[src/rtl/bank_window_pkg.sv]
// Package: shared constants and region type for the bank window block.
// Assumes a 24-bit main space, a 16-bit local space and a 32 KB window.
package bank_window_pkg;
    localparam int MAIN_AW_DEF  = 24;
    localparam int LOCAL_AW_DEF = 16;
    localparam int WIN_AW_DEF   = 15;
    localparam int RAM_AW_DEF   = 13;

    typedef enum logic [1:0] {
        REGION_RAM  = 2'd0,
        REGION_GAP  = 2'd1,
        REGION_WIN  = 2'd2
    } region_e;
endpackage

[src/rtl/bank_base_reg.sv]
// Module: serial bank base register.
// Each strobed write shifts the base toward its low end and loads the new
// bit at the top. The reset is synchronous and active-low and has priority
// over a write.
module bank_base_reg #(
    parameter int BASE_W = 9
) (
    input  logic              clk,
    input  logic              rst_n,
    input  logic              wr_en,
    input  logic              wr_bit,
    output logic [BASE_W-1:0] base_q
);
    logic [BASE_W-1:0] base_d;

    // Next value: each bit takes its upper neighbour; the top takes the new bit.
    generate
        for (genvar i = 0; i < BASE_W - 1; i++) begin : g_shift
            assign base_d[i] = wr_en ? base_q[i+1] : base_q[i];
        end
    endgenerate
    assign base_d[BASE_W-1] = wr_en ? wr_bit : base_q[BASE_W-1];

    // Base register with synchronous clear.
    always_ff @(posedge clk) begin
        if (!rst_n) base_q <= '0;
        else        base_q <= base_d;
    end


    // On a cycle without a write, the stored base keeps its value.
    base_hold_chk: assert property (@(posedge clk) disable iff (!rst_n)
        !wr_en |=> $stable(base_q));
endmodule

[src/rtl/local_decode.sv]
// Module: local address decoder.
// Sorts the local address into the mirrored RAM region, an unused gap,
// or the bank window. Purely combinational.
// Assumes the RAM region spans the lowest quarter of the local space.
module local_decode #(
    parameter int LOCAL_AW = 16,
    parameter int RAM_AW   = 13
) (
    input  logic [LOCAL_AW-1:0] addr,
    output logic                ram_sel,
    output logic [RAM_AW-1:0]   ram_idx,
    output logic                win_sel
);
    import bank_window_pkg::*;

    region_e region;

    // Region classification from the top two local address bits.
    always_comb begin
        if (addr[LOCAL_AW-1])                          region = REGION_WIN;
        else if (addr[LOCAL_AW-2] == 1'b0)             region = REGION_RAM;
        else                                           region = REGION_GAP;
    end

    // Region selects and mirrored RAM index.
    always_comb begin
        ram_sel = (region == REGION_RAM);
        win_sel = (region == REGION_WIN);
        ram_idx = addr[RAM_AW-1:0];
    end
endmodule

[src/rtl/bank_window_top.sv]
// Module: bank window top level.
// Joins the serial bank base to the low local address bits to form the
// translated address, and decodes the local regions.
// Assumes WIN_AW < MAIN_AW and WIN_AW < LOCAL_AW.
module bank_window_top #(
    parameter int MAIN_AW  = bank_window_pkg::MAIN_AW_DEF,
    parameter int LOCAL_AW = bank_window_pkg::LOCAL_AW_DEF,
    parameter int WIN_AW   = bank_window_pkg::WIN_AW_DEF,
    parameter int RAM_AW   = bank_window_pkg::RAM_AW_DEF
) (
    input  logic                clk,
    input  logic                rst_n,
    input  logic                bank_wr,
    input  logic                bank_bit,
    input  logic [LOCAL_AW-1:0] cpu_addr,
    output logic [MAIN_AW-1:0]  xlat_addr,
    output logic                ram_sel,
    output logic [RAM_AW-1:0]   ram_idx,
    output logic                win_sel
);
    localparam int BASE_W = MAIN_AW - WIN_AW;

    logic [BASE_W-1:0] base_q;

    // Serial base register.
    bank_base_reg #(.BASE_W(BASE_W)) u_base (
        .clk    (clk),
        .rst_n  (rst_n),
        .wr_en  (bank_wr),
        .wr_bit (bank_bit),
        .base_q (base_q)
    );

    // Region decoder.
    local_decode #(.LOCAL_AW(LOCAL_AW), .RAM_AW(RAM_AW)) u_dec (
        .addr    (cpu_addr),
        .ram_sel (ram_sel),
        .ram_idx (ram_idx),
        .win_sel (win_sel)
    );

    // Translated address: the base supplies the upper lines, the local address the offset.
    always_comb begin
        xlat_addr = {base_q, cpu_addr[WIN_AW-1:0]};
    end


    // After a write, the top translated bit is the written bit.
    top_bit_chk: assert property (@(posedge clk) disable iff (!rst_n)
        bank_wr |=> xlat_addr[MAIN_AW-1] == $past(bank_bit));


    // After a write, the older base bits appear one place lower.
    shift_dir_chk: assert property (@(posedge clk) disable iff (!rst_n)
        bank_wr |=> xlat_addr[MAIN_AW-2:WIN_AW] == $past(xlat_addr[MAIN_AW-1:WIN_AW+1]));


    // The RAM and window selects are never active together.
    sel_excl_chk: assert property (@(posedge clk) disable iff (!rst_n)
        $onehot0({ram_sel, win_sel}));


    // A RAM select only comes from the lowest quarter of the local space.
    ram_range_chk: assert property (@(posedge clk) disable iff (!rst_n)
        ram_sel |-> cpu_addr[LOCAL_AW-1:LOCAL_AW-2] == 2'b00);
endmodule

[config.mk]
export PLATFORM = sky130hd
export DESIGN_NAME = bank_window_top
export DESIGN_NICKNAME = d
export VERILOG_FILES = /design/src/rtl/bank_window_pkg.sv /design/src/rtl/bank_base_reg.sv /design/src/rtl/local_decode.sv /design/src/rtl/bank_window_top.sv
export SDC_FILE = /design/constraint.sdc
export NUM_CORES = 1
export LEC_CHECK = 0
export BUFFER_PORTS_ARGS = -buffer_cell sky130_fd_sc_hd__buf_2
export CAP_MARGIN = 20
export CORE_MARGIN = 8
export CORE_UTILIZATION = 30
export CTS_CLUSTER_SIZE = 20
export DETAILED_ROUTE_END_ITERATION = 16
export PLACE_DENSITY = 0.77
export SLEW_MARGIN = 20
export SYNTH_ARGS = -nofsm -noshare
export SYNTH_HDL_FRONTEND = slang
export SYNTH_HIERARCHICAL = 1
export SYNTH_SLANG_ARGS = --single-unit
[constraint.sdc]
create_clock -name clk -period 0.8 [get_ports clk]
set_input_delay 0.04 -clock clk [delete_from_list [all_inputs] [get_ports clk]]
set_output_delay 0.04 -clock clk [all_outputs]
set_load 0.01 [all_outputs]
==> results.ini, run 1 <==
[cts]
clockRootBuffer=clkbuf_4
clock_latency_ns=0.26
numCtsBuffers=3
path_clk_slew_ns=0.06
htree_levels=1
cts_tree=yes
cts.sinks=9
post-cts-setup-buffer-count=0
ctsLongestPathBuffers=2

[timing]
timing.final.max_slew_violations=0
relSlewSlack=0.831
rsz0062_at_grt=true
holdWs_ns=0.0431
hold_violations=0
fin_worst_skew_ns=0.00568
fmax_ghz=1.32
fin_crit_ns=0.757
setup_viol=0
min_period_over_period=0.946
worst_pin_slew_ns=0.253

[yosys]
yosysMostFrequentCell=buf_4
synth_cells=58
synth.avg_cell_area_sq_um=9.58
synth_top_area_share=0.378
async_flop_share=0
synth-edff-count=0
ys_ff_latch=9
ys_types=7
syn_nets=78
yosys_most_used_dff=dfxtp_1
netlist_top_cells_count=buf_4, dfxtp_1, mux2i_1, nor2b_1
synth_area_sq_um=556
synth_top_area_cell=buf_4
synth.area.top_cells=buf_4, dfxtp_1, mux2i_1, nor2b_1, buf_6
ys_seq_area_frac=0.324
ys_warn_count=6

[detailed_routing]
vias_per_cell=3.86
drtIter0Drc=7
drc=0
first_pass_iters=4
ant_nets=0
routed_wl_um=868
dr_total_vias=286
post_drt_wl_per_cell_um=11.7

[critical_path]
crit_path_start_kind=flop
crit_type=reg2out
critPathTopFamily=flip-flops
cp.arrival_ns=0.72
slowest_stage=dfxtp_2
end_kind=output port
worstPathMaxFanout=3
critical_path_required_ns=0.76
critPathMaxStageDelay_ns=0.33
crit_chain=buf_2
crit_buf_inv=1

[placement]
gp_congestion=0.670
dpl.hpwl_um=678
place_area_sq_um=447
io_buffer_count=17

[grt]
grt_pass1_vias=270
grt_pass1_wl_um=1300
antenna_found_initial=0
track_usage=0.0526
overflow=0
grt_max_degree=10

[floorplanning]
io_pins=59
std_cell_rows=15
die_w_um=59.0
initial_core_util=0.322
die_y_um=59.0
die_area_sq_mm=0.00348
coreArea_sq_mm=0.00173

[power]
p_per_area_mw_per_mm2=1690
p_leak_nw=0.242
ir_worst_vdd_mv=0.565

[layout]
regMostFlops=u_base/base_q
regArea_sq_um=190
drive_gt1_frac=0.592
area_growth_pct=-6.08
final_net_count=70
reg.largest.list=u_base/base_q (9)
multi_input_area_sq_um=150
final_area_sq_um=522
largest_reg_flops=9
fillers=198
n_antenna_cell=0

[run]
cap_violations=0

[outcome]
outcome=complete, no violations

[hold_path]
min_path_type=in2reg

## where the power goes
group / internal, mW / switching (mW)
Clock: 0.184 / 0.161
Combinational: 0.0405 / 0.0342
Sequential: 0.455 / 0.00487
Total: 0.680 / 0.200
## layer usage
layer | vias to the layer above | track usage | routed length, um
li1 | 138 | - | -
met1 | 125 | 0.0445 | 313
met2 | 23 | 0.0654 | 359
met3 | 0 | 0.0738 | 195
met4 | 0 | 0.0239 | 0
met5 | - | 0 | 0
## repair_timing
action	CTS	global route
gates resized for setup	6	8
hold buffers	0	0
setup endpoints to repair	6	7
## cell families after synthesis
logic type,synth area share
flip-flops,0.324
buffers and inverters,0.405
multiplexers,0.162
AND/OR/NAND/NOR,0.108
## path summary, 6_finish.rpt
| path | endpoint | slack [ns] | from | depth (start not counted) |
|---|---|---|---|---|
| worst max register to register | u_base/base_q[5]$_SDFFE_PN0P_ | 0.14 | u_base/base_q[6]$_SDFFE_PN0P_ | 2 |
| worst min register to register | u_base/base_q[0]$_SDFFE_PN0P_ | 0.51 | u_base/base_q[0]$_SDFFE_PN0P_ | 2 |
| worst min-delay path | u_base/base_q[8]$_SDFFE_PN0P_ | 0.04 | bank_bit | 3 |
| worst max-delay path | xlat_addr[16] | 0.04 | u_base/base_q[1]$_SDFFE_PN0P_ | 1 |
## cells in the final DEF (no fill, tap or decap)
cell type  synthesis  routed
buf_2              0      11
buf_6              1       6
clkbuf_4           0       3
clkinv_2           0       1
dfxtp_1            9       1
dfxtp_2            0       8
mux2i_1            9       9
nor2_1             1       1
nor2b_1            9       9
## stage by stage
stage	instances	TNS [ns]	util	power (mW)	setup WS [ns]
floorplan	58	0	-	0.656	0.184
global route	74	-0.00746	0.302	0.934	-0.00516
CTS	74	0	0.279	0.894	0.000206
global placement	70	0	0.259	0.540	0.126
detailed placement	70	0	0.259	0.541	0.0925
finish	74	0	0.302	0.880	0.0429
## worst register-to-register path: cells and delay by family, from the launching register on
| family | cells | cell delay [ns] |
|---|---|---|
| flops | 1 | 0.33 |
| mux | 1 | 0.15 |
| simple gates | 1 | 0.07 |
## layout make-up
| cell class | instances | area share |
|---|---|---|
| clock inverters | 1 | 0.00959 |
| repair buffers | 17 | 0.235 |
| multi-input cells | 19 | 0.288 |
| clock buffers | 3 | 0.0432 |
| well taps | 25 | 0.0600 |
| flip-flops and latches | 9 | 0.365 |
Note: power is estimated with default switching activity, not from simulation.
==> run 2, diff against run 1 <==
--- a/config.mk
+++ b/config.mk
@@ -5,7 +5,7 @@
 export SDC_FILE = /design/constraint.sdc
 export NUM_CORES = 1
 export LEC_CHECK = 0
-export BUFFER_PORTS_ARGS = -buffer_cell sky130_fd_sc_hd__buf_2
+export BUFFER_PORTS_ARGS = -buffer_cell sky130_fd_sc_hd__clkbuf_2
 export CAP_MARGIN = 20
 export CORE_MARGIN = 8
 export CORE_UTILIZATION = 30
==> results.ini, run 2 (same netlist as run 1, synthesis figures left out) <==
[critical_path]
rrSetupSlack_ns=0.18
crit_buf_inv=1
timing.rr.start=u_base/base_q[8]$_SDFFE_PN0P_
critical_path_required_ns=0.76
crit_chain=clkbuf_2
crit_type=reg2out
critPathMaxStageDelay_ns=0.34
cp.arrival_ns=0.72
reg2reg_depth=2
critPathTopFamily=flip-flops
slowest_stage=dfxtp_2
r2r_end=u_base/base_q[7]$_SDFFE_PN0P_
worstPathMaxFanout=3
crit_path_start_kind=flop
end_kind=output port

[layout]
final_net_count=70
reg.largest.list=u_base/base_q (9)
final_cell_mix=clkbuf_2, mux2i_1, nor2b_1
regArea_sq_um=190
drive_gt1_frac=0.571
final_common_cell=clkbuf_2
n_antenna_cell=0
fillers=206
multi_input_area_sq_um=150
area_growth_pct=-13.1
largest_reg_flops=9
regMostFlops=u_base/base_q
stdcell_count=74

[cts]
htree_levels=1
cts.sinks=9
cts_tree=yes
cts_hold_buf=0
clockRootBuffer=clkbuf_4
clock_latency_ns=0.25
path_clk_slew_ns=0.06
ctsLongestPathBuffers=2
numCtsBuffers=3

[timing]
min_period_over_period=0.955
fmax_ghz=1.31
fin_crit_ns=0.764
worst_pin_slew_ns=0.278
rsz0062_at_grt=false
timing.final.max_slew_violations=0
fin_worst_skew_ns=0.00208
setup_viol=0
setup_tns_ns=0
hold_violations=0
relSlewSlack=0.815

[detailed_routing]
vias_per_cell=3.68
post_drt_wl_per_cell_um=11.4
dr_total_vias=272
drtIter0Drc=1
drc=0
first_pass_iters=2
ant_nets=0
routed_wl_um=846

[power]
sw_frac_of_total=0.215
p_leak_nw=0.232
clkPwrFrac=0.391
p_comb_frac=0.081
p_seq_frac=0.528
p_per_area_mw_per_mm2=1800
finalPower_mw=0.871
p_int_mw=0.684
p_switching_mw=0.187
ir_worst_vdd_mv=0.466

[outcome]
outcome=complete, no violations

[placement]
gp_congestion=0.623
placed_cells=70
io_buffer_count=17

[grt]
overflow=0
grt_max_degree=10
grt_pass1_vias=273
track_usage=0.0508
grt_pass1_wl_um=1260
antenna_found_initial=0

[hold_path]
min_path_type=in2reg
hp-start=bank_bit
min_delay_path_depth=3
worstHoldEndpoint=u_base/base_q[8]$_SDFFE_PN0P_

[floorplanning]
die_w_um=59.0
coreArea_sq_mm=0.00173
die_area_sq_mm=0.00348
std_cell_rows=15
die_y_um=59.0
io_pins=59
initial_core_util=0.322

[run]
cap_violations=0

[run 2: cell types whose count changed in the layout (fill, tap and decap cells not counted)]
| cell | before | now |
|---|---|---|
| buf_2 | 11 | 3 |
| clkinv_2 | 1 | 0 |
| clkbuf_1 | 0 | 1 |
| buf_6 | 6 | 0 |
| clkbuf_2 | 0 | 14 |
[run 2: per-stage QoR]
step | setup slack (ns) | util | cell area (sq um) | hold slack, ns
3_3_place_gp | 0.103 | 0.259 | 447 | 0.0801
5_1_grt | 0.000368 | 0.280 | 483 | 0.0678
3_5_place_dp | 0.101 | 0.259 | 447 | 0.0801
4_1_cts | 0.00568 | 0.279 | 482 | 0.0401
2_1_floorplan | 0.184 | - | 556 | 0.123
6_report | 0.0361 | 0.280 | 483 | 0.0452
[run 2: repair_timing]
action | CTS | global route
buffers inserted | 0 | 0
setup endpoints to repair | 7 | 4
resized for setup | 7 | 4
[run 2: per-layer routing]
layer / vias up / part of all wire / global-route usage
li1: 134 / - / -
met1: 119 / 0.38 / 0.0481
met5: - / 0 / 0
met2: 19 / 0.40 / 0.0592
met3: 0 / 0.22 / 0.0542
met4: 0 / 0 / 0.0444
[run 2: power groups by stage]
stage / clock network [mW] / registers [mW] / logic (mW)
detailed placement: 0 / 0.469 / 0.0725
finish: 0.341 / 0.459 / 0.0708
global route: 0.370 / 0.460 / 0.0780
CTS: 0.359 / 0.459 / 0.0728
floorplan: 0 / 0.471 / 0.185
global placement: 0 / 0.469 / 0.0717
[run 2: area by class of cell]
cell class              instances  area share
clock buffers                   4      0.0544
multi-input cells              19       0.311
well taps                      25      0.0648
flip-flops and latches          9       0.394
repair buffers                 17       0.176
[run 2: worst max path at each step]
| stage | startpoint | end | depth (start not counted) | slack [ns] |
|---|---|---|---|---|
| floorplan | u_base/base_q[1]$_SDFFE_PN0P_ | u_base/base_q[0]$_SDFFE_PN0P_ | 2 | 0.18 |
| global placement | bank_wr | u_base/base_q[5]$_SDFFE_PN0P_ | 3 | 0.10 |
| detailed placement | bank_wr | u_base/base_q[4]$_SDFFE_PN0P_ | 3 | 0.10 |
| CTS | u_base/base_q[6]$_SDFFE_PN0P_ | xlat_addr[21] | 1 | 0.006 |
| global route | u_base/base_q[5]$_SDFFE_PN0P_ | xlat_addr[20] | 1 | 0.0004 |
| finish | u_base/base_q[3]$_SDFFE_PN0P_ | xlat_addr[18] | 1 | 0.04 |
